==> src/rtl/tmr_tick_pkg.sv <==
package tmr_tick_pkg;

    typedef enum logic [1:0] {
        SRC_BUS      = 2'b00,
        SRC_FIX      = 2'b01,
        SRC_PIN_FALL = 2'b10,
        SRC_PIN_RISE = 2'b11
    } tick_src_e;

endpackage

==> src/rtl/tmr_pin_edge.sv <==
// Synchronizes an asynchronous pin into the bus clock domain and flags
// each settled rising or falling transition for exactly one cycle.
module tmr_pin_edge #(
    parameter int unsigned STAGES = 2
) (
    input  logic clk_i,
    input  logic rst_ni,
    input  logic pin_i,
    output logic rise_o,
    output logic fall_o
);

    typedef struct packed {
        logic [STAGES-1:0] chain;
        logic              last;
    } edge_st_t;

    edge_st_t s_d, s_q;
    logic     settled;

    assign settled = s_q.chain[STAGES-1];

    always_comb begin
        s_d       = s_q;
        s_d.chain = {s_q.chain[STAGES-2:0], pin_i};
        s_d.last  = settled;
    end

    always_ff @(posedge clk_i or negedge rst_ni) begin
        if (!rst_ni) begin
            s_q <= '0;
        end else begin
            s_q <= s_d;
        end
    end

    assign rise_o = settled & ~s_q.last;
    assign fall_o = ~settled & s_q.last;

    // a rising transition is flagged for one cycle only
    assert_single_rise_R5: assert property (@(posedge clk_i) disable iff (!rst_ni)
        rise_o |=> !rise_o);

    // a falling transition is flagged for one cycle only
    assert_single_fall_R4: assert property (@(posedge clk_i) disable iff (!rst_ni)
        fall_o |=> !fall_o);

endmodule

==> src/rtl/tmr_prescaler.sv <==
// Power-of-two prescaler: counts source ticks and fires a registered
// enable when the bits below the chosen tap are all ones.
module tmr_prescaler #(
    parameter int unsigned PRESC_W = 8,
    parameter int unsigned RATIO_W = 4
) (
    input  logic               clk_i,
    input  logic               rst_ni,
    input  logic               tick_i,
    input  logic               clr_i,
    input  logic [RATIO_W-1:0] ratio_i,
    output logic               cnt_en_o
);

    localparam int unsigned TAP_W = $clog2(PRESC_W + 1);
    localparam int unsigned LOW_W = RATIO_W - 1;

    typedef struct packed {
        logic [PRESC_W-1:0] div;
        logic               en;
    } presc_st_t;

    presc_st_t          s_d, s_q;
    logic [TAP_W-1:0]   tap_sel;
    logic [PRESC_W-1:0] tap_mask;

    // Ratio codes with the top bit set saturate at the full prescaler width.
    always_comb begin
        int unsigned low_code;
        low_code = int'(ratio_i[LOW_W-1:0]);
        if (ratio_i[RATIO_W-1] || (low_code > PRESC_W)) begin
            tap_sel = TAP_W'(PRESC_W);
        end else begin
            tap_sel = TAP_W'(low_code);
        end
    end

    for (genvar g = 0; g < PRESC_W; g++) begin : g_mask
        assign tap_mask[g] = (TAP_W'(g) < tap_sel);
    end

    always_comb begin
        s_d    = s_q;
        s_d.en = 1'b0;
        if (clr_i) begin
            s_d.div = '0;
        end else if (tick_i) begin
            s_d.div = s_q.div + 1'b1;
            s_d.en  = ((s_q.div & tap_mask) == tap_mask);
        end
    end

    always_ff @(posedge clk_i or negedge rst_ni) begin
        if (!rst_ni) begin
            s_q <= '0;
        end else begin
            s_q <= s_d;
        end
    end

    assign cnt_en_o = s_q.en;

    // every enable pulse follows a tick taken outside a clear
    assert_pulse_needs_tick_R8: assert property (@(posedge clk_i) disable iff (!rst_ni)
        cnt_en_o |-> $past(tick_i && !clr_i));

    // a clear empties the prescaler and blocks the enable
    assert_clear_empties_R10: assert property (@(posedge clk_i) disable iff (!rst_ni)
        clr_i |=> (s_q.div == '0) && !cnt_en_o);

    // a tick advances the prescaler by one whatever the ratio
    assert_tick_advances_R9: assert property (@(posedge clk_i) disable iff (!rst_ni)
        (tick_i && !clr_i) |=> s_q.div == $past(s_q.div) + 1'b1);

    // without tick or clear, the prescaler holds even if the ratio changes
    assert_idle_holds_R9: assert property (@(posedge clk_i) disable iff (!rst_ni)
        (!tick_i && !clr_i) |=> $stable(s_q.div));

endmodule

==> src/rtl/tmr_tick_gen.sv <==
// Tick source selection, configuration fields and prescaler for a timer.
module tmr_tick_gen
    import tmr_tick_pkg::*;
#(
    parameter int unsigned PRESC_W     = 8,
    parameter int unsigned RATIO_W     = 4,
    parameter int unsigned SYNC_STAGES = 2
) (
    input  logic               clk_i,
    input  logic               rst_ni,
    input  logic               wr_en_i,
    input  logic [1:0]         wr_src_i,
    input  logic [RATIO_W-1:0] wr_ratio_i,
    input  logic               fix_tick_i,
    input  logic               ext_pin_i,
    input  logic               cnt_rst_i,
    output logic [1:0]         src_o,
    output logic [RATIO_W-1:0] ratio_o,
    output logic               cnt_en_o
);

    typedef struct packed {
        tick_src_e          src;
        logic [RATIO_W-1:0] ratio;
    } cfg_st_t;

    cfg_st_t cfg_d, cfg_q;
    logic    pin_rise, pin_fall;
    logic    src_tick;

    always_comb begin
        cfg_d = cfg_q;
        if (wr_en_i) begin
            cfg_d.src   = tick_src_e'(wr_src_i);
            cfg_d.ratio = wr_ratio_i;
        end
    end

    always_ff @(posedge clk_i or negedge rst_ni) begin
        if (!rst_ni) begin
            cfg_q <= '{src: SRC_BUS, ratio: '0};
        end else begin
            cfg_q <= cfg_d;
        end
    end

    tmr_pin_edge #(
        .STAGES (SYNC_STAGES)
    ) u_pin_edge (
        .clk_i  (clk_i),
        .rst_ni (rst_ni),
        .pin_i  (ext_pin_i),
        .rise_o (pin_rise),
        .fall_o (pin_fall)
    );

    always_comb begin
        unique case (cfg_q.src)
            SRC_BUS:      src_tick = 1'b1;
            SRC_FIX:      src_tick = fix_tick_i;
            SRC_PIN_FALL: src_tick = pin_fall;
            SRC_PIN_RISE: src_tick = pin_rise;
            default:      src_tick = 1'b0;
        endcase
    end

    tmr_prescaler #(
        .PRESC_W (PRESC_W),
        .RATIO_W (RATIO_W)
    ) u_presc (
        .clk_i    (clk_i),
        .rst_ni   (rst_ni),
        .tick_i   (src_tick),
        .clr_i    (cnt_rst_i),
        .ratio_i  (cfg_q.ratio),
        .cnt_en_o (cnt_en_o)
    );

    assign src_o   = cfg_q.src;
    assign ratio_o = cfg_q.ratio;

    // fields hold while no write is presented
    assert_cfg_hold_R11: assert property (@(posedge clk_i) disable iff (!rst_ni)
        !wr_en_i |=> $stable(src_o) && $stable(ratio_o));

    // a write lands in both fields at the next edge
    assert_cfg_write_R11: assert property (@(posedge clk_i) disable iff (!rst_ni)
        wr_en_i |=> (src_o == $past(wr_src_i)) && (ratio_o == $past(wr_ratio_i)));

    // the configuration output is never unknown after reset
    assert_cfg_known_R1: assert property (@(posedge clk_i) disable iff (!rst_ni)
        !$isunknown({src_o, ratio_o, cnt_en_o}));

endmodule

==> config.mk <==
export PLATFORM = sky130hd
export DESIGN_NAME = tmr_tick_gen
export DESIGN_NICKNAME = d
export VERILOG_FILES = /design/src/rtl/tmr_tick_pkg.sv /design/src/rtl/tmr_pin_edge.sv /design/src/rtl/tmr_prescaler.sv /design/src/rtl/tmr_tick_gen.sv
export SDC_FILE = /design/constraint.sdc
export NUM_CORES = 1
export LEC_CHECK = 0
export ABC_AREA = 1
export BUFFER_PORTS_ARGS = -buffer_cell sky130_fd_sc_hd__buf_2
export CAP_MARGIN = 20
export CORE_UTILIZATION = 52
export CTS_BUF_LIST = sky130_fd_sc_hd__clkbuf_16
export CTS_CLUSTER_SIZE = 8
export DETAILED_ROUTE_END_ITERATION = 7
export PLACE_DENSITY = 0.79
export SLEW_MARGIN = 0
export SYNTH_ARGS = -nofsm -noshare
export SYNTH_HDL_FRONTEND = slang
export SYNTH_SLANG_ARGS = --single-unit
==> constraint.sdc <==
create_clock -name clk_i -period 1.7 [get_ports clk_i]
set_clock_uncertainty 0.15 [all_clocks]
set_input_delay 0.34 -clock clk_i [delete_from_list [all_inputs] [get_ports clk_i]]
set_output_delay 0.34 -clock clk_i [all_outputs]
set_load 0.1 [all_outputs]
==> summary.txt, run 1 <==
Route
  – Via count: between 800 and 900
  – Routed vias/inst: between 5 and 6
  – Detailed Routing Iterations Pass 1: 4
  – Routed len/inst: around 12 um
  – Residual DRC: 0
  – Post-route ant nets: 0
  – Final wirelength: roughly 2000 um
  – DRT iter0 DRCs: 22

Worst setup path
  – Max stage delay on crit path: ~430 ps
  – CP Capture Type: primary output
  – Setup Crit Path Kind: flip-flop to primary output
  – Worst EP arrival: roughly 1100 ps
  – Slowest cell on crit path: buf_2
  – Crit-path cells: buf_2
  – CP required: 1210 ps
  – CP Buf/Inv Count: 1
  – Crit path max fanout: 4
  – Crit path max-delay family: buffers and inverters
  – Startpoint Class: flip-flop

Synth
  – Most frequent cell after synthesis: nand2_1
  – Cells after Synth: between 100 and 150
  – Flops & latches, synth: 18
  – Post-synth EDFFs: 0
  – Synth Cell Area: approximately 960 sq um
  – Avg Cell Area, Syn: approximately 7.7 sq um
  – Largest cells by area after synthesis: dfrtp_1 (47%), nand2_1 (16%), inv_1 (5.5%)
  – Post-synthesis sequential area ratio: ~47%
  – Most instantiated cells after synthesis: nand2_1 (40), dfrtp_1 (18), inv_1 (14)
  – Largest area contributor in the netlist: dfrtp_1
  – Ys flop type: dfrtp_1
  – Ys Warns: 0
  – Syn Nets: between 100 and 150
  – Number of library cell types mapped by synthesis: 19
  – Top cell type's share of synthesized area: 47.0%
  – Asr flop ratio synth: 100%

Worst hold path
  – Min-delay worst type: input port to flip-flop

Timing
  – Worst-margin pin slew: roughly 490 ps
  – RSZ-0062 raised after global routing: no
  – Final Setup Violations: 0
  – Fin crit share: about 90%
  – Final hold vios: 0
  – Pins Over Slew Limit: 0
  – Hold slack final: 52.2 ps
  – Fin crit period: 1560 ps
  – Max-slew headroom: slightly below 70%
  – Max Clk Rate: around 0.64 GHz
  – Sum Neg Setup Slack: 0 ps

CTS
  – Clock Path Buffers: 2
  – Clock sink count: 18
  – CTS root buffer: clkbuf_16
  – Worst skew pair latency: around 250 ps
  – CTS Buf Count: 3
  – H-tree depth: 1
  – Clk pin slew, worst setup/hold paths: 50 ps
  – Post-CTS resize count: 0
  – Post-CTS Repair Setup Buffers: 0
  – TritonCTS clock tree: built

Power and ir drop
  – Pwr Density: 1020 nW/um^2
  – VDD IR max: a little over 0.6 mV
  – Leakage: roughly 0.58 nW

Floorplanning
  – Site Rows: 15
  – I/O Pins: 19
  – Placeable Area: ~1700 sq um
  – Starting Density: between 50% and 60%
  – Die Y: roughly 45 um
  – Die area: 2020 sq um
  – Die Span X: 44.9 um

Outcome
  – Status: completed

Final layout
  – Area Overhead vs Synth: 20.2%
  – Antenna fix cells: 0
  – Share of cells above drive strength 1: 24.8%
  – Layout net count: between 150 and 200
  – Post-layout util: about 67%

Global routing
  – GR peak layer: met2
  – GRT met3 Usage: under 10%
  – Global-route met2 utilization: 40.6%
  – Met1 Use GR: about 30%
  – Initial antenna violation count: 0
  – Gr usage total: between 20% and 30%
  – Vias in the first global route: around 830
  – Grt ovf: 0
  – Pin count of the biggest net entering global routing: 19
  – Global-route wire length before repair: roughly 3500 um

Placement
  – RePlAce Congestion: roughly 0.84
  – Hpwl dp: around 1500 um
  – IO buf count: 18

Job
  – Max_cap viols: 0
[path summary, 6_finish.rpt]
check,startpoint,to,slack [ps],cells after the start
min in group asynchronous,rst_ni,u_pin_edge.s_d[0]$_DFF_PN0_,410,2
hold reg to reg,u_pin_edge.s_d[2]$_DFF_PN0_,u_pin_edge.s_d[0]$_DFF_PN0_,220,0
hold / removal,ext_pin_i,u_pin_edge.s_d[2]$_DFF_PN0_,50,1
setup reg to reg,u_pin_edge.s_d[0]$_DFF_PN0_,u_presc.s_q[8]$_DFFE_PN0P_,310,7
max in group asynchronous,rst_ni,src_o[0]$_DFFE_PN0P_,680,2
setup / recovery,ratio_o[0]$_DFFE_PN0P_,ratio_o[0],140,1
[logic make-up after synthesis]
family                   Yosys count  synth area share, %
flip-flops                        18                 47.0
buffers and inverters             18                 8.22
AO/OA/AOI/OAI                     11                 6.14
adder cells (fa/ha/maj)            1                 1.31
AND/OR/NAND/NOR                   77                 37.3
[per-stage QoR]
step                      worst slack (ps)  instance area [sq um]  power [mW]  instances
after floorplan                       67.1                    965       0.665        125
after detailed placement               320                   1060       0.715        165
after global routing                  91.5                   1150        1.22        170
after CTS                              136                   1150        1.18        170
after global placement                 372                   1060       0.709        165
final                                  135                   1150        1.18        170
[layout by cell type (no fill, tap or decap)]
| cell type | n |
|---|---|
| dfrtp_1 | 13 |
| a21oi_2 | 1 |
| nand3_4 | 1 |
| nor2_2 | 4 |
| clkbuf_16 | 3 |
| dfrtp_2 | 5 |
| o21ai_0 | 8 |
| nand3_1 | 8 |
| buf_2 | 18 |
| nor2_1 | 13 |
| a21oi_1 | 2 |
| dlygate4sd3_1 | 1 |
| nand4_1 | 6 |
| ha_1 | 1 |
| nand3_2 | 2 |
| inv_1 | 14 |
| nand2_1 | 40 |
| clkinv_1 | 2 |
| nand2_2 | 2 |
| or2_1 | 1 |
[cell type report]
class	instances	area, sq um
Multi-Input combinational cell	89	429
Clock inverter	1	3.75
Sequential cell	18	457
Tap cell	25	31.3
Inverter	15	56.3
Timing Repair Buffer	19	100
Fill cell	150	574
Clock buffer	3	75.1
[per-layer routing]
metal	up-vias	part of all wire (%)
li1	433	-
met1	393	41
met2	36	50
met3	5	7.5
met4	0	1.8
met5	-	0
[power by group]
part | switching [mW] | leakage, nW | internal [mW] | total [mW]
clock | 0.153 | 0.0385 | 0.312 | 0.465
combinational | 0.180 | 0.316 | 0.0500 | 0.230
sequential | 0.0263 | 0.226 | 0.455 | 0.482
[state kept, by name, summed over array words and instances (netlist names)]
name and cells:
u_presc.s_q 8, src_o 2, u_pin_edge.s_d 2, u_pin_edge.s_q 1, u_presc.cnt_en_o 1, ratio_o 4
[timing repair]
item                                    4_1_cts  5_1_grt
hold buffers                                  1        0
endpoints found under the setup margin        0        0
endpoints found under the hold margin        18        0
Power figures use the tool's default switching activity.
==> inputs of run 2 (changes only) <==
--- a/config.mk
+++ b/config.mk
@@ -13,6 +13,7 @@
 export CTS_CLUSTER_SIZE = 8
 export DETAILED_ROUTE_END_ITERATION = 7
 export PLACE_DENSITY = 0.79
+export RECOVER_POWER = 100
 export SLEW_MARGIN = 0
 export SYNTH_ARGS = -nofsm -noshare
 export SYNTH_HDL_FRONTEND = slang
==> summary.txt, run 2 (synthesis results as in run 1) <==
Outcome
  – Status: completed

Floorplanning
  – Die Span X: 44.9 um (unchanged)
  – Starting Density: 55.5% (unchanged)
  – Placeable Area: 1730 sq um (unchanged)
  – Die area: 2020 sq um (unchanged)
  – Die Y: 44.9 um (unchanged)
  – I/O Pins: 19 (unchanged)
  – Site Rows: 15 (unchanged)

Worst hold path
  – Hold_sp: ext_pin_i
  – Hold Path End: u_pin_edge.s_d[2]$_DFF_PN0_
  – Min-delay worst type: input port to flip-flop
  – Hold path depth: 1 (unchanged)

Worst setup path
  – Startpoint Class: flip-flop
  – R2R depth: 7 (unchanged)
  – Crit-path cells: clkbuf_2
  – Slowest cell on crit path: clkbuf_2
  – Worst reg2reg path endpoint: u_presc.s_q[8]$_DFFE_PN0P_
  – CP Capture Type: primary output
  – Crit path max fanout: 4 (unchanged)
  – FF-to-FF Start: u_pin_edge.s_d[0]$_DFF_PN0_
  – Max stage delay on crit path: 460 ps (+30 ps)
  – Worst EP arrival: 1110 ps (+40 ps)
  – Crit path max-delay family: buffers and inverters
  – R2R Setup Slk: 270 ps (-40 ps)
  – CP Buf/Inv Count: 1 (unchanged)
  – CP required: 1210 ps (about the same)
  – Setup Crit Path Kind: flip-flop to primary output

Power and ir drop
  – Final Power: 1.18 mW (-0.14%)
  – Pwr Density: 1020 nW/um^2 (+0.29%)
  – VDD IR max: 0.616 mV (about the same)
  – Clock power frac: 39.5% (about the same)
  – Leakage: 0.579 nW (-0.22%)
  – Sequential power share: 41.1% (+0.2 points)
  – Sw Share: 30.5% (about the same)
  – Combinational Power Share: 19.4% (-0.2 points)
  – Cell Int Power: 817 uW (-0.10%)
  – NetSw: 358 uW (-0.24%)

Final layout
  – Finished Cell Area: 1150 sq um (-0.43%)
  – Post-layout util: 66.4% (-0.29 points)
  – Layout net count: 159 (unchanged)
  – Max FFs per register: 8 (unchanged)
  – Layout fillers: 151 (+0.67%)
  – Commonest non-fill, non-tap cells in the layout: nand2_1 (41), inv_1 (14), nor2_1 (14)
  – Most common cell after layout, fill and taps aside: nand2_1
  – Share of cells above drive strength 1: 23.4% (-1.4 points)
  – Most flops, register: u_presc.s_q
  – Antenna fix cells: 0 (unchanged)
  – Area Overhead vs Synth: 19.7%
  – Final Non-Filler Cells: 170 (unchanged)

CTS
  – Clock Path Buffers: 2 (unchanged)
  – CTS root buffer: clkbuf_16
  – Clock sink count: 18 (unchanged)
  – CTS Buf Count: 3 (unchanged)
  – Clk pin slew, worst setup/hold paths: 50 ps (about the same)
  – Worst skew pair latency: 250 ps (about the same)
  – TritonCTS clock tree: built
  – H-tree depth: 1 (unchanged)
  – Post-CTS Repair Setup Buffers: 0 (unchanged)

Job
  – Max_cap viols: 0 (unchanged)

Route
  – Routed len/inst: 12.0 um (unchanged)
  – Final wirelength: 2040 um (unchanged)
  – Post-route ant nets: 0 (unchanged)
  – Residual DRC: 0 (unchanged)
  – Via count: 873 (+0.69%)
  – Detailed Routing Iterations Pass 1: 4 (unchanged)
  – Routed vias/inst: 5.14 (+0.69%)
  – DRT iter0 DRCs: 23 (+4.5%)

Global routing
  – Grt ovf: 0 (unchanged)
  – Pin count of the biggest net entering global routing: 19 (unchanged)
  – Global-route wire length before repair: 3470 um (unchanged)
  – Vias in the first global route: 826 (unchanged)
  – Initial antenna violation count: 0 (unchanged)
  – Gr usage total: 24.5% (unchanged)

Placement
  – Worst slack, placed: 320 ps (unchanged)
  – DP Area: 1060 sq um (unchanged)
  – Placed Cells incl. Taps: 165 (unchanged)
  – Hpwl dp: 1460 um (unchanged)
  – RePlAce Congestion: 0.839 (unchanged)
  – IO buf count: 18 (unchanged)

Timing
  – RSZ-0062 raised after global routing: no
  – Max-slew headroom: 64.1% (-3.8 points)
  – Final hold vios: 0 (unchanged)
  – Worst Setup Slack, final: 103 ps (-31.9 ps)
  – Fin crit share: 93.9% (+1.9 points)
  – Final Setup Violations: 0 (unchanged)
  – Sum Neg Setup Slack: 0 ps (unchanged)
  – Hold slack final: 52.6 ps (+0.356 ps)
  – Fin crit period: 1600 ps (+31.9 ps)
  – Pins Over Slew Limit: 0 (unchanged)
  – Max Clk Rate: 0.626 GHz (-2.0%)
  – Worst-margin pin slew: 541 ps (+55.4 ps)
==> run 2: cell count changes in the layout (fill, tap and decap cells not counted) <==
cell,before,now
nor2_2,4,3
buf_2,18,10
nand2_1,40,41
clkbuf_2,0,8
nand2_2,2,1
nor2_1,13,14
==> run 2: power groups by stage <==
stage	Combinational, mW	Clock [mW]	Sequential (mW)
global route	0.246	0.488	0.487
global placement	0.221	0	0.488
floorplan	0.0849	0	0.580
finish	0.229	0.464	0.483
detailed placement	0.226	0	0.489
CTS	0.231	0.469	0.482
==> run 2: timing repair <==
item / in CTS / in global routing
hold buffers: 1 / 0
hold endpoints to repair: 18 / 0
gates resized for setup: 0 / 0
==> run 2: how the worst max path moves through the flow <==
stage	depth (start not counted)	from	endpoint
after detailed placement	8	fix_tick_i	u_presc.s_q[8]$_DFFE_PN0P_
final	1	ratio_o[0]$_DFFE_PN0P_	ratio_o[0]
after global routing	1	ratio_o[2]$_DFFE_PN0P_	ratio_o[2]
after floorplan	6	ratio_o[2]$_DFFE_PN0P_	u_presc.cnt_en_o$_DFF_PN0_
after CTS	1	ratio_o[0]$_DFFE_PN0P_	ratio_o[0]
after global placement	8	fix_tick_i	u_presc.s_q[6]$_DFFE_PN0P_
==> run 2: area by class of cell <==
type | count | area [sq um] | share of cell area (%)
sequential | 18 | 457 | 39.8
multi-input combinational | 89 | 424 | 37.0
timing repair buffer | 19 | 100 | 8.72
clock buffer | 3 | 75.1 | 6.54
inverter | 15 | 56.3 | 4.91
tap | 25 | 31.3 | 2.73
clock inverter | 1 | 3.75 | 0.327
==> run 2: routing by layer <==
layer	up-vias	wire, um	global-route usage, %
met3	5	121	4.80
met1	401	847	30.2
met2	31	1040	40.6
met4	0	36	12.1
met5	-	0	0
li1	436	-	-
==> run 2: worst reg2reg max path, cell delays in order (launching register included) <==
cell	delay [ps]
dfrtp_1	390
inv_1	100
nor2_2	40
nand2_1	90
nand3_4	160
nor2_2	260
nand2_1	100
nand2_1	70
